`config.mk`:
```
export PLATFORM = sky130hd
export DESIGN_NAME = tbase_reg_unit
export DESIGN_NICKNAME = d
export VERILOG_FILES = /design/src/rtl/tbr_pkg.sv /design/src/rtl/tbr_access_fsm.sv /design/src/rtl/tbr_store.sv /design/src/rtl/tbr_align.sv /design/src/rtl/tbase_reg_unit.sv
export SDC_FILE = /design/constraint.sdc
export NUM_CORES = 1
export LEC_CHECK = 0
export BUFFER_PORTS_ARGS = -buffer_cell sky130_fd_sc_hd__buf_4
export CORE_MARGIN = 5
export CORE_UTILIZATION = 45
export CTS_BUF_LIST = sky130_fd_sc_hd__clkbuf_8
export DETAILED_ROUTE_END_ITERATION = 10
export PLACE_DENSITY = 0.85
export SLEW_MARGIN = 25
export SYNTH_ARGS = -nofsm -noshare
export SYNTH_HDL_FRONTEND = slang
export SYNTH_SLANG_ARGS = --single-unit
```
`constraint.sdc`:
```
create_clock -name clk -period 5.76 [get_ports clk]
set_input_delay 0.864 -clock clk [delete_from_list [all_inputs] [get_ports clk]]
set_output_delay 0.864 -clock clk [all_outputs]
set_load 0.01 [all_outputs]
```
`src/rtl/tbr_pkg.sv`:
```
package tbr_pkg;

    typedef enum logic [1:0] {
        ST_IDLE  = 2'd0,
        ST_DONE  = 2'd1,
        ST_UNDEF = 2'd2,
        ST_TRAP  = 2'd3
    } acc_state_e;

    localparam logic [1:0] EL_TOP = 2'd3;

    // Address-size code to width in bits; unlisted codes take the widest.
    function automatic logic [6:0] pa_width(input logic [2:0] code);
        logic [6:0] w;
        unique case (code)
            3'b000:  w = 7'd32;
            3'b001:  w = 7'd36;
            3'b010:  w = 7'd40;
            3'b011:  w = 7'd42;
            3'b100:  w = 7'd44;
            3'b101:  w = 7'd48;
            default: w = 7'd52;
        endcase
        return w;
    endfunction

    // Level-0 size code to width in bits; unlisted codes take the widest.
    function automatic logic [6:0] l0_width(input logic [3:0] code);
        logic [6:0] w;
        unique case (code)
            4'b0000: w = 7'd30;
            4'b0100: w = 7'd34;
            4'b0110: w = 7'd36;
            default: w = 7'd39;
        endcase
        return w;
    endfunction

endpackage

```
`src/rtl/tbr_access_fsm.sv`:
```
module tbr_access_fsm
    import tbr_pkg::*;
#(
    parameter int              EL_W    = 2,
    parameter int              EC_W    = 6,
    parameter logic [EC_W-1:0] EC_TRAP = 6'h18
) (
    input  logic            clk,
    input  logic            rst_n,
    input  logic            req_valid,
    input  logic [EL_W-1:0] req_el,
    input  logic            req_write,
    input  logic            trap_feat_present,
    input  logic            trap_wr_enable,
    output logic            wr_en,
    output logic            rd_en,
    output logic            rsp_valid,
    output logic            rsp_undef,
    output logic            rsp_trap,
    output logic [EC_W-1:0] rsp_ec
);

    acc_state_e state_q;
    acc_state_e state_d;
    logic       top_level;
    logic       trap_hit;

    assign top_level = (req_el == EL_W'(EL_TOP));
    assign trap_hit  = req_write && trap_feat_present && trap_wr_enable;

    // Next-state selection from the current request.
    always_comb begin
        state_d = ST_IDLE;
        if (req_valid) begin
            if (!top_level) begin
                state_d = ST_UNDEF;
            end else if (trap_hit) begin
                state_d = ST_TRAP;
            end else begin
                state_d = ST_DONE;
            end
        end
    end

    // Commit strobes for the store, taken in the request cycle.
    assign wr_en = (state_d == ST_DONE) &&  req_write;
    assign rd_en = (state_d == ST_DONE) && !req_write;

    // State register.
    always_ff @(posedge clk or negedge rst_n) begin
        if (!rst_n) begin
            state_q <= ST_IDLE;
        end else begin
            state_q <= state_d;
        end
    end

    // Response outputs decoded from the state.
    always_comb begin
        rsp_valid = 1'b0;
        rsp_undef = 1'b0;
        rsp_trap  = 1'b0;
        rsp_ec    = '0;
        unique case (state_q)
            ST_IDLE: begin
            end
            ST_DONE: begin
                rsp_valid = 1'b1;
            end
            ST_UNDEF: begin
                rsp_valid = 1'b1;
                rsp_undef = 1'b1;
            end
            ST_TRAP: begin
                rsp_valid = 1'b1;
                rsp_trap  = 1'b1;
                rsp_ec    = EC_TRAP;
            end
            default: begin
            end
        endcase
    end

endmodule

```
`src/rtl/tbr_store.sv`:
```
module tbr_store #(
    parameter int REG_W  = 64,
    parameter int BASE_W = 40
) (
    input  logic              clk,
    input  logic              rst_n,
    input  logic              wr_en,
    input  logic              rd_en,
    input  logic [REG_W-1:0]  wdata,
    output logic [BASE_W-1:0] base_q,
    output logic [REG_W-1:0]  rdata_q
);

    localparam int PAD_W = REG_W - BASE_W;

    logic [REG_W-1:0] view;

    generate
        if (PAD_W > 0) begin : g_pad
            assign view = {{PAD_W{1'b0}}, base_q};
        end else begin : g_nopad
            assign view = base_q[REG_W-1:0];
        end
    endgenerate

    // Base field storage.
    always_ff @(posedge clk or negedge rst_n) begin
        if (!rst_n) begin
            base_q <= '0;
        end else if (wr_en) begin
            base_q <= wdata[BASE_W-1:0];
        end
    end

    // Read data, captured from the value held at the request edge.
    always_ff @(posedge clk or negedge rst_n) begin
        if (!rst_n) begin
            rdata_q <= '0;
        end else if (rd_en) begin
            rdata_q <= view;
        end else begin
            rdata_q <= '0;
        end
    end

endmodule

```
`src/rtl/tbr_align.sv`:
```
module tbr_align
    import tbr_pkg::*;
#(
    parameter int BASE_W  = 40,
    parameter int GRAN_SH = 12
) (
    input  logic [2:0]              pas_code,
    input  logic [3:0]              l0sz_code,
    input  logic [BASE_W-1:0]       base_q,
    output logic [BASE_W+GRAN_SH-1:0] eff_base
);

    localparam int PA_W = BASE_W + GRAN_SH;

    logic [6:0]      pa_w;
    logic [6:0]      l0_w;
    logic [6:0]      span;
    logic [6:0]      zero_bits;
    logic [PA_W-1:0] keep;
    logic [PA_W-1:0] raw;

    // Number of low zero bits: the larger of granule and table size.
    always_comb begin
        pa_w = pa_width(pas_code);
        l0_w = l0_width(l0sz_code);
        span = 7'd0;
        if ((pa_w + 7'd3) > (l0_w + 7'(GRAN_SH))) begin
            span = pa_w + 7'd3 - l0_w;
        end
        zero_bits = (span > 7'(GRAN_SH)) ? span : 7'(GRAN_SH);
    end

    generate
        for (genvar i = 0; i < PA_W; i++) begin : g_keep
            assign keep[i] = (7'(i) >= zero_bits);
        end
    endgenerate

    assign raw      = {base_q, {GRAN_SH{1'b0}}};
    assign eff_base = raw & keep;

endmodule

```
`src/rtl/tbase_reg_unit.sv`:
```
module tbase_reg_unit #(
    parameter int              REG_W   = 64,
    parameter int              BASE_W  = 40,
    parameter int              GRAN_SH = 12,
    parameter int              EL_W    = 2,
    parameter int              EC_W    = 6,
    parameter logic [EC_W-1:0] EC_TRAP = 6'h18
) (
    input  logic                      clk,
    input  logic                      rst_n,
    input  logic                      req_valid,
    input  logic [EL_W-1:0]           req_el,
    input  logic                      req_write,
    input  logic [REG_W-1:0]          req_wdata,
    input  logic                      trap_feat_present,
    input  logic                      trap_wr_enable,
    input  logic [2:0]                pas_code,
    input  logic [3:0]                l0sz_code,
    output logic                      rsp_valid,
    output logic [REG_W-1:0]          rsp_rdata,
    output logic                      rsp_undef,
    output logic                      rsp_trap,
    output logic [EC_W-1:0]           rsp_ec,
    output logic [BASE_W+GRAN_SH-1:0] eff_base
);

    logic              wr_en;
    logic              rd_en;
    logic [BASE_W-1:0] base_q;

    tbr_access_fsm #(
        .EL_W    (EL_W),
        .EC_W    (EC_W),
        .EC_TRAP (EC_TRAP)
    ) u_fsm (
        .clk               (clk),
        .rst_n             (rst_n),
        .req_valid         (req_valid),
        .req_el            (req_el),
        .req_write         (req_write),
        .trap_feat_present (trap_feat_present),
        .trap_wr_enable    (trap_wr_enable),
        .wr_en             (wr_en),
        .rd_en             (rd_en),
        .rsp_valid         (rsp_valid),
        .rsp_undef         (rsp_undef),
        .rsp_trap          (rsp_trap),
        .rsp_ec            (rsp_ec)
    );

    tbr_store #(
        .REG_W  (REG_W),
        .BASE_W (BASE_W)
    ) u_store (
        .clk     (clk),
        .rst_n   (rst_n),
        .wr_en   (wr_en),
        .rd_en   (rd_en),
        .wdata   (req_wdata),
        .base_q  (base_q),
        .rdata_q (rsp_rdata)
    );

    tbr_align #(
        .BASE_W  (BASE_W),
        .GRAN_SH (GRAN_SH)
    ) u_align (
        .pas_code  (pas_code),
        .l0sz_code (l0sz_code),
        .base_q    (base_q),
        .eff_base  (eff_base)
    );

endmodule

```
* Word level (Yosys, flattened, before mapping) *
Cells that the tools add are included.

operators by class
  reductions and logical operators = 8
  add/sub/neg operators = 3
  bitwise logic cells = 1
  muxes and demuxes = 12
  eq/ne operators = 12
  order comparisons = 54

operators by type and width
  cell                 count
  $ge 6x7->1 const A   20
  $ge 5x7->1 const A   16
  $ge 4x7->1 const A   8
  $and 52x52->52       1
  $mux 40              1
  $pmux 5 s6           1
  $ge 3x7->1 const A   4
  $pmux 6 s3           1
  $ge 1x7->1 const A   2
  $ge 2x7->1 const A   2
  $mux 7               2
  $eq 4x3->1 const B   2
  $add 6x2->7 const B  1
  $add 6x4->7 const B  1
  $gt 7x4->1 const B   1
  $gt 7x7->1           1
  $sub 7x6->7          1
  $eq 2x2->1 const B   3
  $eq 3x2->1 const B   2
  $eq 3x3->1 const B   2
  $mux 2               3
  $mux 5               1
  $eq 2x1->1 const B   2
  $logic_and 1x1->1    4
  other kinds (6)      8

storage, ports and cells
  logic and storage cells = 93
  input port bits = 79
  bits in registers = 106

* Depth between registers and ports, before layout *
Gate-level depths: netlist of the first run.

  depth after elaboration = 9
  depth in mapped cells = 14

* By module *
Synthesis of the first run repeated with hierarchy kept, for this count alone.

second synthesis, totals
  cells, all modules = 429
  area, all modules = 4568.1 um^2

by module, submodules not included
  module          area an instance (um^2)  cells each  times used
  tbr_store       2946.6                   193         1
  tbr_align       1461.4                   217         1
  tbr_access_fsm  160.2                    19          1

* Least setup slack after synthesis of the first run *
OpenSTA, ideal clock, no wires.

  kind = input port to output port
  start point = in l0sz_code[0]
  end point = out eff_base[51]
  path slack = 1182 ps
  stages on the path = 13
  path buffers = 1
  arrival = 3714 ps
  required time = 4896 ps
  cells stage by stage = or2_1 or2_0 clkbuf_1 inv_1 nand2_1 ha_1 fa_1 nor2b_1 o21ai_0 a22oi_1 nand3_1 or3_1 and2_1

between the ends
  word-level cells in the longest chain between the ends = 9

RTL lines
  item                                                  line                  text
  start: declaration                                    tbase_reg_unit.sv:18  input logic [3:0] l0sz_code,
  $eq 4x3->1 / $logic_not 4->1 (equally long branches)  tbr_pkg.sv:30         unique case (code)
  $pmux 6 s3 (*)                                        tbr_pkg.sv:30
  $add 6x4->7                                           tbr_align.sv:27       if ((pa_w + 7'd3) > (l0_w + 7'(GRAN_SH))) begin
  $gt 7x7->1                                            tbr_align.sv:27
  $mux 7 (*)                                            tbr_align.sv:27
  $gt 7x4->1                                            tbr_align.sv:30       zero_bits = (span > 7'(GRAN_SH)) ? span : 7'(GRAN_SH);
  $mux 7 (*)                                            tbr_align.sv:30
  $ge 6x7->1 (*)                                        tbr_align.sv:35       assign keep[i] = (7'(i) >= zero_bits);
  $and 52x52->52 (*)                                    tbr_align.sv:40       assign eff_base = raw & keep;
  end: declaration                                      tbase_reg_unit.sv:24  output logic [BASE_W+GRAN_SH-1:0] eff_base

Mark *: on every way between the ends. The rest lies on a longest branch, timed or not.

* Worst setup path after layout of the first run *
  start point = in l0sz_code[0]
  end point = out eff_base[24]

between the ends
  word-level cells in the longest chain between the ends = 9

RTL lines
  item                                                  line
  $eq 4x3->1 / $logic_not 4->1 (equally long branches)  tbr_pkg.sv:30
  $pmux 6 s3 (*)                                        tbr_pkg.sv:30
  $add 6x4->7                                           tbr_align.sv:27
  $gt 7x7->1                                            tbr_align.sv:27
  $mux 7 (*)                                            tbr_align.sv:27
  $gt 7x4->1                                            tbr_align.sv:30
  $mux 7 (*)                                            tbr_align.sv:30
  $ge 5x7->1 (*)                                        tbr_align.sv:35
  $and 52x52->52 (*)                                    tbr_align.sv:40

Marks and branches as above.

==> results of run 1 <==
## logic make-up (layout without fill, tap and decap cells)
| group | Yosys count | after routing |
|---|---|---|
| flops | 82 | 82 |
| fa+ha+maj | 14 | 14 |
| mux | 42 | 42 |
| compound gates | 72 | 72 |
| other cells | 2 | 45 |
| xor+xnor | 4 | 4 |
| buf+inv | 73 | 173 |
| simple gates | 141 | 141 |
## stage by stage
stage	power [W]	cells	setup slack (ns)
2_1_floorplan	0.00104	473	1.18
3_3_place_gp	0.00125	691	0.555
3_5_place_dp	0.00127	691	0.404
4_1_cts	0.00172	706	0.403
5_1_grt	0.00180	706	0.135
6_report	0.00172	706	0.329
## power by group through the flow
stage | Combinational [W] | Clock (W) | Sequential, W
after CTS | 0.000558 | 0.000460 | 0.000704
after global routing | 0.000603 | 0.000484 | 0.000716
after detailed placement | 0.000555 | 0 | 0.000715
after floorplan | 0.000335 | 0 | 0.000700
final | 0.000560 | 0.000453 | 0.000706
after global placement | 0.000542 | 0 | 0.000710
## cell type report
class | instances | area, µm² | share of cell area, %
clock buffer | 11 | 151 | 2.59
clock inverter | 4 | 67.6 | 1.16
inverter | 16 | 60.1 | 1.03
sequential | 82 | 2050 | 35.1
tap | 133 | 166 | 2.85
timing repair buffer | 142 | 1070 | 18.3
multi-input combinational | 318 | 2270 | 38.9
## critical path, cell delays in order
cell	delay [ns]
buf_4	0.11
or2_1	0.28
or2_0	0.37
inv_1	0.10
nand2_1	0.06
ha_1	0.24
fa_1	0.51
nand2b_1	0.22
a21oi_1	0.30
a41oi_1	0.11
o221ai_2	0.56
a21boi_1	0.35
a211oi_1	0.32
buf_4	0.17
## routing by layer
layer | vias to the layer above | track usage [%] | part of all wire, %
li1 | 1681 | - | -
met1 | 1740 | 22.7 | 38
met2 | 199 | 33.4 | 50
met3 | 21 | 6.33 | 9.4
met4 | 0 | 6.73 | 2.1
met5 | - | 0 | 0
## how the worst max path moves through the flow
| stage | from | to | slack [ns] | depth (start not counted) |
|---|---|---|---|---|
| finish | l0sz_code[0] | eff_base[24] | 0.33 | 14 |
| global route | l0sz_code[0] | eff_base[24] | 0.14 | 14 |
| CTS | l0sz_code[0] | eff_base[24] | 0.40 | 14 |
| detailed placement | l0sz_code[0] | eff_base[24] | 0.40 | 14 |
| global placement | l0sz_code[0] | eff_base[50] | 0.56 | 14 |
| floorplan | l0sz_code[0] | eff_base[51] | 1.18 | 13 |
## registers in the layout, indices dropped and copies added, names as in the netlist
signal,cells
u_fsm.state_q,2
u_store.base_q,40
u_store.rdata_q,40
## placed cells by master, fill, tap and decap left out, types with 3 or more instances in the layout
cell       netlist  final
nor3_1           9      9
nand2b_1         5      5
nand3_1         11     10
o311a_1          3      3
ha_1            12     12
nand2_1         28     28
and3_1           4      4
buf_4           43    141
nor3b_1          3      3
or2_1            3      3
nor2_1          14     13
clkbuf_8         0     11
dfrtp_1         82     82
xnor2_1          3      3
conb_1           2     45
o21ai_0          3      3
a21boi_1         6      6
nor2b_1          9      9
a211oi_1         6      6
a21oi_1         10     10
o2bb2ai_1        5      5
and2_1          43     43
mux2_2          40     40
inv_1           16     18
o21ai_1          5      5
o21a_1           8      8
==> impl_metrics.tcl, run 1 <==
set metrics [dict create \
    syn_inst 430 \
    fin_crit_ns 5.43 \
    initial_utilization_pct 46.5 \
    place_hpwl_mm 9.21 \
    grt_pass1_wl_mm 19.1 \
    hold_path.startpoint "u_store.base_q[1]" \
    rsz0062_at_grt "false" \
    p_clk_share_pct 26.4 \
    htree_levels 3 \
    status "completed" \
    setup-violations-final 0 \
    ys_ff_latch 82 \
    crit_required_ns 4.90 \
    routed-via-count 3641 \
    die_h_um 111 \
    final_util_pct 59.2 \
    rr_startpoint "u_store.base_q[13]" \
    antenna_found_initial 0 \
    cts_tree "done" \
    synth_top_family_by_area "simple AND/OR/NAND/NOR gates" \
    routed_wl_mm 12.1 \
    diodes 0 \
    cts_sinks 82 \
    fillers 808 \
    synth.avg_cell_area_um2 10.7 \
    post_cts_buffers 0 \
    clock-skew-final_ns 0.00721 \
    hold_end "u_store.rdata_q[1]" \
    yosysMostFrequentCell "dfrtp_1" \
    wl_per_cell_um 17.1 \
    initialDrtViolationCount 228 \
    fin_area_um2 5840 \
    synth.area.top_cells "dfrtp_1 45%, mux2_2 9.8%, buf_4 7.0%" \
    netlist.area_leader.share_pct 44.7 \
    cp_data_arrival_time_ns 4.57 \
    p_comb_share_pct 32.6 \
    ant_nets 0 \
    clk-insertion-delay-late_ns 0.36 \
    synthAdderAreaFrac_pct 4.15 \
    grt_max_degree 83 \
    viasPerCell 5.16 \
    drv_slew 0 \
    worst_pin_slew_ns 0.927 \
    numCtsBuffers 9 \
    postCtsHoldBufs 0 \
    rr_worst_depth 1 \
    cts-root-buf "clkbuf_8" \
    post_dp_cell_area_um2 5610 \
    p_per_area_nw_per_um2 294 \
    yosys_warnings 0 \
    seq_area_frac_synth_pct 44.7 \
    die_area_um2 12300 \
    die_x_um 111 \
    critPathKind "in -> out" \
    p_int_w 0.00118 \
    synth-compound-area-share_pct 13.0 \
    ir_drop_mv 0.174 \
    yosys.area.top_type "dfrtp_1" \
    slew_headroom_pct 37.8 \
    syn_area_um2 4590 \
    drc 0 \
    synthMuxAreaShare_pct 10.3 \
    synth_common_cells "82 x dfrtp_1, 43 x and2_1, 43 x buf_4" \
    finalSetupTns_ns 0 \
    power.leakage_nw 2.93 \
    hold_depth 1 \
    regToRegSetupSlack_ns 4.94 \
    r2r-end "u_store.base_q[13]" \
    synthDistinctLibCells 62 \
    end_kind "output port" \
    switching_share_pct 31.4 \
    p_seq_share_pct 41.1 \
    syn_to_final_growth_pct 27.3 \
    clk_pin_slew_ns 0.08 \
    whs_ns 0.497 \
    p_sw_w 0.000540 \
    finalCritPeriodShare_pct 94.3 \
    synth_edf_count 0 \
    start_kind "primary input" \
    fmax_ghz 0.184 \
    worst-path-max-fanout 11 \
    io_pins 204 \
    portBuffers 139 \
    grt.overflow.total 0 \
    gp_congestion 0.834 \
    post_cts_resized 0 \
    cts_max_path_buffers 2 \
    synth-simple-area-share_pct 17.3 \
    nets 662 \
    row_count 36 \
    synthArstFlopShare_pct 100 \
    synthXorXnorAreaFrac_pct 0.764 \
    core-area_um2 9860 \
    grt.total_usage_pct 19.4 \
    hold_violations 0 \
    hold_class "reg -> reg" \
    drv_cap 0 \
    drive_above_1_share_pct 36.1 \
    grt_pass1_vias 3702 \
    synthFlopType "dfrtp_1" \
    dr.pass1.iters 5 \
]
No activity file was read; power rests on OpenSTA's default activity.
==> inputs of run 2 (changes only) <==
Settings changed: SYNTH_HIERARCHICAL set to 1.
==> run 2 against run 1 <==
Synthesized area decreased by 0.41%. Sequential share of layout area increased by 0.59 points. Power decreased by 2.7%. Core utilization decreased by 0.71 points. Via count decreased by 1.5%. Register-to-register slack got worse by 0.02 ns. Global-route usage decreased by 0.58 points. Clock power decreased by 7.7%. Largest cell class unchanged. Highest routed layer unchanged.
==> impl_metrics.tcl, run 2 <==
set metrics [dict create \
    status "completed" \
    antenna_found_initial 0 \
    final_common_cell "buf_4" \
    dpl.cell_count 685 \
    grt.overflow.total 0 \
    gp_congestion 0.886 \
    hold_violations 0 \
    io_pins 204 \
    power.leakage_nw 2.86 \
    clk-insertion-delay-late_ns 0.34 \
    syn_inst 429 \
    grt.total_usage_pct 18.8 \
    syn_area_um2 4570 \
    p_per_area_nw_per_um2 291 \
    ys_ff_latch 82 \
    drive_above_1_share_pct 37.3 \
    routed-via-count 3585 \
    portBuffers 139 \
    syn_to_final_growth_pct 25.7 \
    fin_crit_ns 5.13 \
    netlist.area_leader.share_pct 44.9 \
    fin_ws_ns 0.631 \
    crit_required_ns 4.90 \
    hold_path.startpoint "u_store/base_q[34]" \
    synth_edf_count 0 \
    grt_pass1_wl_mm 18.9 \
    slowest_stage "nor3_2" \
    worst_pin_slew_ns 0.975 \
    drv_cap 0 \
    critPathKind "in -> out" \
    postCtsHoldBufs 0 \
    finalSetupTns_ns 0 \
    setup-violations-final 0 \
    post_cts_resized 0 \
    wl_per_cell_um 16.9 \
    cp-startpoint "l0sz_code[2]" \
    nets 656 \
    ant_nets 0 \
    synthFlopType "dfrtp_1" \
    yosys.area.top_type "dfrtp_1" \
    cts_max_path_buffers 2 \
    diodes 0 \
    die_x_um 111 \
    crit_path_cell_trace "buf_4 -> nor4_1 -> inv_1 -> ha_1 -> inv_1 -> ha_1 -> nand3b_1 -> a21oi_1 -> o22ai_1 -> nor3_2 -> o311ai_0 -> o2bb2ai_1 -> buf_4" \
    hold_class "reg -> reg" \
    worst-path-max-fanout 7 \
    initial_utilization_pct 46.5 \
    synth_common_cells "82 x dfrtp_1, 48 x and2_1, 42 x buf_4" \
    stdcell_count 701 \
    synthArstFlopShare_pct 100 \
    finalCritPeriodShare_pct 89.0 \
    post_cts_buffers 0 \
    numCtsBuffers 9 \
    place_hpwl_mm 9.21 \
    row_count 36 \
    grt_pass1_vias 3655 \
    fmax_ghz 0.195 \
    cp_data_arrival_time_ns 4.26 \
    yosys_warnings 6 \
    cts_tree "done" \
    synth.area.top_cells "dfrtp_1 45%, mux2_2 9.9%, buf_4 6.9%" \
    htree_levels 3 \
    die_h_um 111 \
    rsz0062_at_grt "false" \
    slew_headroom_pct 35.0 \
    clock-skew-final_ns 0.00597 \
    yosysMostFrequentCell "dfrtp_1" \
    drc 0 \
    routed_wl_mm 11.9 \
    final_cell_mix "142 x buf_4, 82 x dfrtp_1, 48 x and2_1" \
    rr_startpoint "u_store/base_q[4]" \
    cp_slowest_stage_delay_ns 0.56 \
    start_kind "primary input" \
    clk_pin_slew_ns 0.09 \
    cts_sinks 82 \
    end_kind "output port" \
    synthDistinctLibCells 58 \
    die_area_um2 12300 \
    place_ws_ns 0.746 \
    reg_top3 "u_store/base_q x40, u_store/rdata_q x40, u_fsm/state_q x2" \
    drv_slew 0 \
    viasPerCell 5.11 \
    core-area_um2 9820 \
    grt_max_degree 83 \
    cts-root-buf "clkbuf_8" \
    seq_area_frac_synth_pct 44.9 \
    dr.pass1.iters 5 \
    initialDrtViolationCount 359 \
    ir_drop_mv 0.151 \
    synth.avg_cell_area_um2 10.6 \
]
run 2: stage by stage:
step	power [W]	util, %	hold slack, ns	instance area (µm²)
4_1_cts	0.00168	58.4	0.508	5740
5_1_grt	0.00176	58.5	0.535	5740
2_1_floorplan	0.00103	-	0.468	4720
3_5_place_dp	0.00126	56.4	0.491	5540
6_report	0.00167	58.5	0.504	5740
3_3_place_gp	0.00124	56.4	0.478	5540
run 2: routing by layer:
metal / part of all wire (%) / GRT usage [%] / up-vias
met5: 0 / 0 / -
met3: 11 / 6.50 / 22
li1: - / - / 1673
met1: 39 / 23.4 / 1696
met2: 48 / 30.8 / 194
met4: 2.3 / 6.08 / 0
run 2: final cells by class:
class	instances	area, µm²
fill	840	4080
multi-input combinational	315	2200
sequential	82	2050
timing repair buffer	143	1080
tap	133	166
clock buffer	9	124
clock inverter	7	76.3
inverter	12	45.0
run 2: critical path: cells and delay by family:
| kind | cells | cell delay [ns] |
|---|---|---|
| simple gates | 3 | 1.11 |
| fa+ha+maj | 2 | 0.60 |
| buf+inv | 4 | 0.50 |
| compound gates | 4 | 1.19 |
run 2: logic make-up (layout without fill, tap and decap cells):
group,count (synthesis),count (layout),share of synthesized area [%]
flops,82,82,44.9
mux,41,41,10.1
fa+ha+maj,14,14,4.16
buf+inv,73,171,10.3
simple gates,132,132,16.6
compound gates,77,77,12.4
other cells,4,45,0.329
xor+xnor,6,6,1.15
run 2: worst paths after layout:
kind                                             to  slack, ns  cells after the start
worst max register to register    u_store/base_q[4]       4.92                      1
max in group asynchronous         u_store/base_q[2]       4.72                      1
worst min register to register  u_store/rdata_q[34]       0.50                      1
worst max-delay path                   eff_base[42]       0.63                     13
min in group asynchronous        u_store/base_q[27]       0.55                      1
worst min-delay path            u_store/rdata_q[34]       0.50                      1
run 2: power breakdown:
part	leakage [nW]	internal [W]	switching, W
sequential	1.06	0.000651	0.0000571
combinational	1.70	0.000262	0.000284
clock	0.0962	0.000203	0.000214
total	2.86	0.00112	0.000556
